## src/rtl/frame_pkg.sv

```systemverilog
package frame_pkg;
  typedef enum logic [1:0] {
    OP_READ  = 2'd0,
    OP_WRITE = 2'd1,
    OP_PROBE = 2'd2
  } memOp_e;

  typedef enum logic [1:0] {
    ADR_PUSH,
    ADR_WALK,
    ADR_ALLOC,
    ADR_FRAME
  } adrSel_e;

  typedef enum logic [1:0] {
    WD_OLDFP,
    WD_COPY,
    WD_NEWFP
  } wdSel_e;

  typedef struct packed {
    logic    loadCmd;
    logic    stepPush;
    logic    setFrame;
    logic    stepWalk;
    logic    latchRd;
    logic    decCnt;
    logic    commitEnter;
    logic    commitLeave;
    adrSel_e adrSel;
    wdSel_e  wdSel;
  } ctrlStrb_t;
endpackage

```

## src/rtl/frame_datapath.sv

```systemverilog
module frame_datapath
  import frame_pkg::*;
#(
  parameter int PTR_W    = 32,
  parameter int SIZE_W   = 16,
  parameter int LVL_W    = 8,
  parameter int LVL_BITS = 5,
  parameter int STEP     = 4
) (
  input  logic              clk,
  input  logic              rstN,
  input  ctrlStrb_t         strb,
  input  logic              wideMode,
  input  logic [SIZE_W-1:0] allocSize,
  input  logic [LVL_W-1:0]  nestLevel,
  input  logic [PTR_W-1:0]  spIn,
  input  logic [PTR_W-1:0]  fpIn,
  input  logic [PTR_W-1:0]  memRdata,
  output logic [PTR_W-1:0]  memAddr,
  output logic [PTR_W-1:0]  memWdata,
  output logic [PTR_W-1:0]  spOut,
  output logic [PTR_W-1:0]  fpOut,
  output logic              cntZero,
  output logic              cntOne,
  output logic              cntTwo
);
  localparam int HALF_W = PTR_W / 2;
  localparam logic [PTR_W-1:0] STEP_UP   = PTR_W'(STEP);
  localparam logic [PTR_W-1:0] STEP_DOWN = '0 - STEP_UP;
  localparam logic [LVL_W-1:0] LVL_MASK  = LVL_W'((1 << LVL_BITS) - 1);

  logic [PTR_W-1:0]  spW, workW, frameW, rdW;
  logic [SIZE_W-1:0] allocW;
  logic              wideW;
  logic [LVL_W-1:0]  cnt;

  function automatic logic [PTR_W-1:0] stepPtr(
    input logic [PTR_W-1:0] base,
    input logic [PTR_W-1:0] delta,
    input logic             full
  );
    logic [HALF_W-1:0] lo;
    lo = base[HALF_W-1:0] + delta[HALF_W-1:0];
    return full ? base + delta : {base[PTR_W-1:HALF_W], lo};
  endfunction

  function automatic logic [PTR_W-1:0] toAddr(input logic [PTR_W-1:0] v, input logic full);
    return full ? v : {{(PTR_W-HALF_W){1'b0}}, v[HALF_W-1:0]};
  endfunction

  logic [PTR_W-1:0] pushNext, walkNext, allocNext, leaveSp;
  always_comb begin
    pushNext  = stepPtr(spW, STEP_DOWN, wideW);
    walkNext  = stepPtr(workW, STEP_DOWN, wideW);
    allocNext = stepPtr(spW, '0 - PTR_W'(allocW), wideW);
    leaveSp   = wideW ? workW + STEP_UP
                      : {spW[PTR_W-1:HALF_W], workW[HALF_W-1:0] + STEP_UP[HALF_W-1:0]};
  end

  always_comb begin
    unique case (strb.adrSel)
      ADR_PUSH:  memAddr = toAddr(pushNext, wideW);
      ADR_WALK:  memAddr = toAddr(walkNext, wideW);
      ADR_ALLOC: memAddr = toAddr(allocNext, wideW);
      default:   memAddr = toAddr(workW, wideW);
    endcase
    unique case (strb.wdSel)
      WD_COPY:  memWdata = rdW;
      WD_NEWFP: memWdata = frameW;
      default:  memWdata = workW;
    endcase
  end

  assign cntZero = (cnt == '0);
  assign cntOne  = (cnt == LVL_W'(1));
  assign cntTwo  = (cnt == LVL_W'(2));

  always_ff @(posedge clk or negedge rstN) begin
    if (!rstN) begin
      spW <= '0; workW <= '0; frameW <= '0; rdW <= '0;
      allocW <= '0; wideW <= 1'b1; cnt <= '0;
      spOut <= '0; fpOut <= '0;
    end else begin
      if (strb.loadCmd) begin
        spW    <= spIn;
        workW  <= fpIn;
        allocW <= allocSize;
        wideW  <= wideMode;
        cnt    <= nestLevel & LVL_MASK;
      end
      if (strb.stepPush) spW    <= pushNext;
      if (strb.setFrame) frameW <= pushNext;
      if (strb.stepWalk) workW  <= walkNext;
      if (strb.latchRd)  rdW    <= memRdata;
      if (strb.decCnt)   cnt    <= cnt - LVL_W'(1);
      if (strb.commitEnter) begin
        spOut <= allocNext;
        fpOut <= frameW;
      end
      if (strb.commitLeave) begin
        spOut <= leaveSp;
        fpOut <= memRdata;
      end
    end
  end

  // in narrow mode the upper half of the working stack pointer never moves
  a_r7_upper_half_kept: assert property (@(posedge clk) disable iff (!rstN)
    (!wideW && !strb.loadCmd) |=> spW[PTR_W-1:HALF_W] == $past(spW[PTR_W-1:HALF_W]));
endmodule

```

## src/rtl/frame_ctrl.sv

```systemverilog
module frame_ctrl
  import frame_pkg::*;
(
  input  logic      clk,
  input  logic      rstN,
  input  logic      cmdValid,
  input  logic      cmdLeave,
  input  logic      memReady,
  input  logic      memErr,
  input  logic      cntZero,
  input  logic      cntOne,
  input  logic      cntTwo,
  output ctrlStrb_t strb,
  output logic      memReq,
  output logic [1:0] memOp,
  output logic      busy,
  output logic      done,
  output logic      abort
);
  typedef enum logic [2:0] {
    S_IDLE, S_PUSH_OLD, S_COPY_RD, S_COPY_WR, S_PUSH_NEW, S_PROBE, S_LEAVE_RD
  } state_e;

  state_e state, stateNxt;
  logic   accOk, accBad;
  memOp_e opNow;

  assign accOk  = memReady && !memErr;
  assign accBad = memReady && memErr;
  assign busy   = (state != S_IDLE);
  assign memReq = busy;
  assign memOp  = opNow;

  always_comb begin
    strb     = '0;
    strb.adrSel = ADR_PUSH;
    strb.wdSel  = WD_OLDFP;
    opNow    = OP_READ;
    stateNxt = state;
    unique case (state)
      S_IDLE: if (cmdValid) begin
        strb.loadCmd = 1'b1;
        stateNxt = cmdLeave ? S_LEAVE_RD : S_PUSH_OLD;
      end
      S_PUSH_OLD: begin
        opNow = OP_WRITE;
        if (accOk) begin
          strb.stepPush = 1'b1;
          strb.setFrame = 1'b1;
          stateNxt = cntZero ? S_PROBE : (cntOne ? S_PUSH_NEW : S_COPY_RD);
        end
      end
      S_COPY_RD: begin
        strb.adrSel = ADR_WALK;
        if (accOk) begin
          strb.stepWalk = 1'b1;
          strb.latchRd  = 1'b1;
          stateNxt = S_COPY_WR;
        end
      end
      S_COPY_WR: begin
        opNow = OP_WRITE;
        strb.wdSel = WD_COPY;
        if (accOk) begin
          strb.stepPush = 1'b1;
          strb.decCnt   = 1'b1;
          stateNxt = cntTwo ? S_PUSH_NEW : S_COPY_RD;
        end
      end
      S_PUSH_NEW: begin
        opNow = OP_WRITE;
        strb.wdSel = WD_NEWFP;
        if (accOk) begin
          strb.stepPush = 1'b1;
          stateNxt = S_PROBE;
        end
      end
      S_PROBE: begin
        opNow = OP_PROBE;
        strb.adrSel = ADR_ALLOC;
        if (accOk) begin
          strb.commitEnter = 1'b1;
          stateNxt = S_IDLE;
        end
      end
      default: begin
        strb.adrSel = ADR_FRAME;
        if (accOk) begin
          strb.commitLeave = 1'b1;
          stateNxt = S_IDLE;
        end
      end
    endcase
    if (busy && accBad) begin
      strb.stepPush = 1'b0; strb.setFrame = 1'b0; strb.stepWalk = 1'b0;
      strb.latchRd = 1'b0; strb.decCnt = 1'b0;
      strb.commitEnter = 1'b0; strb.commitLeave = 1'b0;
      stateNxt = S_IDLE;
    end
  end

  always_ff @(posedge clk or negedge rstN) begin
    if (!rstN) begin
      state <= S_IDLE;
      done  <= 1'b0;
      abort <= 1'b0;
    end else begin
      state <= stateNxt;
      done  <= busy && accOk && (state == S_PROBE || state == S_LEAVE_RD);
      abort <= busy && accBad;
    end
  end

  // a completed probe always finishes the enter
  a_r4_probe_then_done: assert property (@(posedge clk) disable iff (!rstN)
    (state == S_PROBE && accOk) |=> done);
  // the copy loop is entered only while copies remain
  a_r3_copy_needs_depth: assert property (@(posedge clk) disable iff (!rstN)
    (state == S_COPY_RD) |-> !cntZero && !cntOne);
  // only the three defined operation codes appear
  a_r10_op_legal: assert property (@(posedge clk) disable iff (!rstN)
    memReq |-> (memOp != 2'd3));
endmodule

```

## src/rtl/frame_seq.sv

```systemverilog
module frame_seq
  import frame_pkg::*;
#(
  parameter int PTR_W    = 32,
  parameter int SIZE_W   = 16,
  parameter int LVL_W    = 8,
  parameter int LVL_BITS = 5,
  parameter int STEP     = 4
) (
  input  logic              clk,
  input  logic              rstN,
  input  logic              cmdValid,
  input  logic              cmdLeave,
  input  logic              wideMode,
  input  logic [SIZE_W-1:0] allocSize,
  input  logic [LVL_W-1:0]  nestLevel,
  input  logic [PTR_W-1:0]  spIn,
  input  logic [PTR_W-1:0]  fpIn,
  output logic              busy,
  output logic              done,
  output logic              abort,
  output logic [PTR_W-1:0]  spOut,
  output logic [PTR_W-1:0]  fpOut,
  output logic              memReq,
  output logic [1:0]        memOp,
  output logic [PTR_W-1:0]  memAddr,
  output logic [PTR_W-1:0]  memWdata,
  input  logic [PTR_W-1:0]  memRdata,
  input  logic              memReady,
  input  logic              memErr
);
  ctrlStrb_t strb;
  logic cntZero, cntOne, cntTwo;

  frame_ctrl i_ctrl (
    .clk(clk), .rstN(rstN), .cmdValid(cmdValid), .cmdLeave(cmdLeave),
    .memReady(memReady), .memErr(memErr),
    .cntZero(cntZero), .cntOne(cntOne), .cntTwo(cntTwo),
    .strb(strb), .memReq(memReq), .memOp(memOp),
    .busy(busy), .done(done), .abort(abort)
  );

  frame_datapath #(
    .PTR_W(PTR_W), .SIZE_W(SIZE_W), .LVL_W(LVL_W), .LVL_BITS(LVL_BITS), .STEP(STEP)
  ) i_dp (
    .clk(clk), .rstN(rstN), .strb(strb), .wideMode(wideMode),
    .allocSize(allocSize), .nestLevel(nestLevel), .spIn(spIn), .fpIn(fpIn),
    .memRdata(memRdata), .memAddr(memAddr), .memWdata(memWdata),
    .spOut(spOut), .fpOut(fpOut),
    .cntZero(cntZero), .cntOne(cntOne), .cntTwo(cntTwo)
  );

  // a waiting request keeps its operation, address and data
  a_r10_req_hold: assert property (@(posedge clk) disable iff (!rstN)
    (memReq && !memReady) |=> memReq && $stable(memOp) && $stable(memAddr) && $stable(memWdata));
  // committed pointers move only together with done
  a_r5_commit_with_done: assert property (@(posedge clk) disable iff (!rstN)
    !done |-> $stable(spOut) && $stable(fpOut));
  // an aborted command never raises done
  a_r8_abort_not_done: assert property (@(posedge clk) disable iff (!rstN)
    !(abort && done));
  // busy ends only with a completion or an abort pulse
  a_r9_busy_end: assert property (@(posedge clk) disable iff (!rstN)
    $fell(busy) |-> (done || abort));
endmodule

```

## config.mk

```make
export PLATFORM = sky130hd
export DESIGN_NAME = frame_seq
export DESIGN_NICKNAME = d
export VERILOG_FILES = /design/src/rtl/frame_pkg.sv /design/src/rtl/frame_datapath.sv /design/src/rtl/frame_ctrl.sv /design/src/rtl/frame_seq.sv
export SDC_FILE = /design/constraint.sdc
export NUM_CORES = 1
export LEC_CHECK = 0
export BUFFER_PORTS_ARGS = -buffer_cell sky130_fd_sc_hd__buf_2
export CAP_MARGIN = 20
export CORE_MARGIN = 3
export CORE_UTILIZATION = 40
export CTS_CLUSTER_SIZE = 20
export DETAILED_ROUTE_END_ITERATION = 8
export HOLD_SLACK_MARGIN = 0.1
export PLACE_DENSITY = 0.68
export SYNTH_ARGS = -nofsm -noshare
export SYNTH_HDL_FRONTEND = slang
export SYNTH_HIERARCHICAL = 1
export SYNTH_SLANG_ARGS = --single-unit
```

## constraint.sdc

```tcl
create_clock -name clk -period 4.35 [get_ports clk]
set_input_delay 0.435 -clock clk [delete_from_list [all_inputs] [get_ports clk]]
set_output_delay 0.435 -clock clk [all_outputs]
set_load 0.1 [all_outputs]
```

==> results.tsv <==
stage	metric	value	unit
outcome	outcome	finished, violations left	
outcome	violations	negative setup slack	
cells_and_area	drive_above_1_share	0.3353	
timing	setup_violations	19	
synth	ys.flop_type	dfrtp_1	
global_route	grt_pass1_vias	15262	
detailed_routing	ant_nets	0	
detailed_routing	finalWirelength	58090	µm
timing	fmax	198.0	MHz
floorplan	std_cell_rows	71	
synth	async_flop_share	1.000	
critical_path	end_kind	primary output	
placed_design	dpl.hpwl	43790	µm
synth	synth_enable_flop_cells	0	
floorplan	die_h	201.8	µm
synth	yosys_warnings	6	
timing	rsz0062_at_grt	true	
synth	synth_area	15340	µm²
cells_and_area	mostFrequentLayoutCell	buf_2	
clock_network	cts_inserted_buffers	28	
cells_and_area	utilization	0.5500	
timing	tightestPinTransition	0.8321	ns
timing	timing.final.ws_setup	-0.7002	ns
global_route	grt_usage	0.2734	
clock_network	clk_pin_slew	0.05	ns
cells_and_area	layout.nets	2327	
detailed_routing	wl_per_cell	21.58	µm
critical_path	required	3.91	ns
synth	synth-seq-area-share	0.3623	
clock_network	cts_tree	built	
placed_design	gp_congestion	0.9421	
floorplan	die-area	40730	µm²
critical_path	cp.arrival	4.62	ns
synth	synth_cell_type_count	79	
worst_hold_path	hold_class	input port to flop	
timing	clock_skew	0.01750	ns
timing	timing.final.hold_violations	0	
timing	slew_headroom	0.4453	
synth	syn-num-nets	1985	
floorplan	ios	261	
detailed_routing	vias	15462	
critical_path	cp_cell_sequence	or3_4 -> or4_4 -> buf_6 -> or4_4 -> ha_4 -> nand2_4 -> nor2_4 -> a221oi_4 -> o21ai_1 -> a41o_1 -> buf_6 -> o41a_1 -> nand4b_1 -> o221ai_4 -> buf_12	
floorplan	die_w	201.8	µm
clock_network	clock_latency	0.56	ns
clock_network	h-tree-depth	1	
timing	period_share	1.161	
critical_path	critPathKind	flop to primary output	
clock_network	clockBufferDepth	3	
detailed_routing	drc	0	
critical_path	worst_path_largest_cell_delay	0.53	ns
floorplan	coreArea	37760	µm²
cells_and_area	layout_common_cells	buf_2 (232), dfrtp_1 (221), nand2_1 (166)	
synth	syn_avg_cell_area	8.455	µm²
global_route	antenna_found_initial	4	
timing	period_needed	5.050	ns
timing	maxSlewViolCount	0	
timing	fin_tns_setup	-7.197	ns
critical_path	cp-start-kind	flop	
cells_and_area	area_growth	35.40	%
global_route	grt_pass1_wl	88130	µm
placed_design	placedInstanceArea	18420	µm²
run	drv_cap	0	
placed_design	port-buffer-count	257	
detailed_routing	via_per_inst	5.744	
detailed_routing	first_pass_iters	5	
clock_network	cts_num_sinks	222	
global_route	grt_max_degree	99	
global_route	overflow	0	
placed_design	post-place-ws	-0.2387	ns
critical_path	cp_max_fo	4	
synth	synthCells	1814	
synth	synth_seq_cells	222	
critical_path	crit_path_top_delay_cell	or4_4	
detailed_routing	first_iter_violations	1179	
clock_network	root_buffer	clkbuf_16	
floorplan	start_util	0.4062	
cells_and_area	postLayoutCellArea	20770	µm²
==> kinds of logic (layout without fill, tap and decap cells) <==
kind of cell,Yosys count,count (layout),synth area share
other cells,0,4,0
buf+inv,194,556,0.05017
compound gates,524,524,0.2133
mux,130,130,0.09161
simple gates,596,597,0.1868
fa+ha+maj,44,44,0.03638
xor+xnor,104,104,0.05939
flops,222,222,0.3623
==> metrics by stage <==
stage | hold slack [ns] | instances
2_1_floorplan | 0.1394 | 1814
5_1_grt | 0.1041 | 2692
4_1_cts | 0.1012 | 2672
3_3_place_gp | 0.4819 | 2580
3_5_place_dp | 0.4965 | 2582
6_report | 0.1192 | 2692
==> synth_stat cells (all sizes together), types with 14 or more instances <==
cell / instances / area share
or3: 24 / 0.011
xnor2: 65 / 0.037
buf: 31 / 0.010
mux2i: 56 / 0.037
nor3: 51 / 0.018
xor2: 39 / 0.022
a22oi: 33 / 0.016
nand3: 46 / 0.015
a21oi: 133 / 0.043
and3: 26 / 0.011
nor2: 157 / 0.039
nand2b: 18 / 0.0073
nand4: 19 / 0.0077
nor4: 17 / 0.0077
dfrtp: 221 / 0.36
clkbuf: 110 / 0.027
nand2: 179 / 0.044
nor2b: 17 / 0.0069
a221oi: 14 / 0.0080
o21ai: 178 / 0.058
inv: 53 / 0.013
a31oi: 16 / 0.0065
a21o: 22 / 0.011
ha: 43 / 0.035
mux2: 73 / 0.054
==> metal layers <==
layer	track usage	up-vias	wire length, µm
met5	0	-	0
met4	0.1216	0	2950
met3	0.04429	130	3744
met2	0.4671	537	28380
met1	0.3420	7544	23020
li1	-	7251	-
==> cell type report <==
type                       instances  area [µm²]
multi-input combinational       1399       10140
fill                            3489       16990
clock buffer                      36       790.8
tap                              511       639.4
sequential                       222        5557
inverter                          53       198.9
clock inverter                    15       151.4
timing repair buffer             452        3274
antenna                            4       10.01
==> worst max-delay path: cells and delay by family (launching register included) <==
kind                     cells  cell delay (ns)
AO/OA/AOI/OAI                5             1.26
flip-flops                   1             0.39
AND/OR/NAND/NOR              6             1.66
buffers and inverters        3             0.48
adder cells (fa/ha/maj)      1             0.29
==> path summary, 6_finish.rpt <==
check                                 from               to  slack [ns]  cells past startpoint
setup / recovery           i_dp/allocW[10]      memAddr[31]       -0.70                     15
setup reg to reg           i_dp/allocW[10]   i_dp/spOut[31]        0.23                     15
min in group asynchronous             rstN  i_dp/allocW[15]        0.47                      2
hold reg to reg                i_dp/rdW[6]      i_dp/rdW[6]        0.51                      1
max in group asynchronous             rstN   i_dp/fpOut[21]        2.89                      3
hold / removal                allocSize[2]   i_dp/allocW[2]        0.12                      2
==> state kept, by name, summed over array words and instances, names as in the netlist <==
| name | flops |
|---|---|
| i_ctrl/abort | 1 |
| i_dp/workW | 32 |
| i_dp/spOut | 32 |
| i_dp/allocW | 16 |
| i_dp/cnt | 8 |
| i_dp/rdW | 32 |
| i_dp/frameW | 32 |
| i_dp/spW | 32 |
| i_ctrl/state | 3 |
| i_dp/fpOut | 32 |
| i_ctrl/done | 1 |
| i_dp/wideW | 1 |
==> timing repair <==
action,4_1_cts,5_1_grt
endpoints found under the setup margin,23,26
hold endpoints to repair,120,0
setup buffers,13,21
cloned,1,0
hold buffers,27,0
gates resized for setup,94,105
pin swaps,52,73
Power is not shown: default switching activity piles up to over one toggle a cycle in this logic, so the estimate is an artifact.
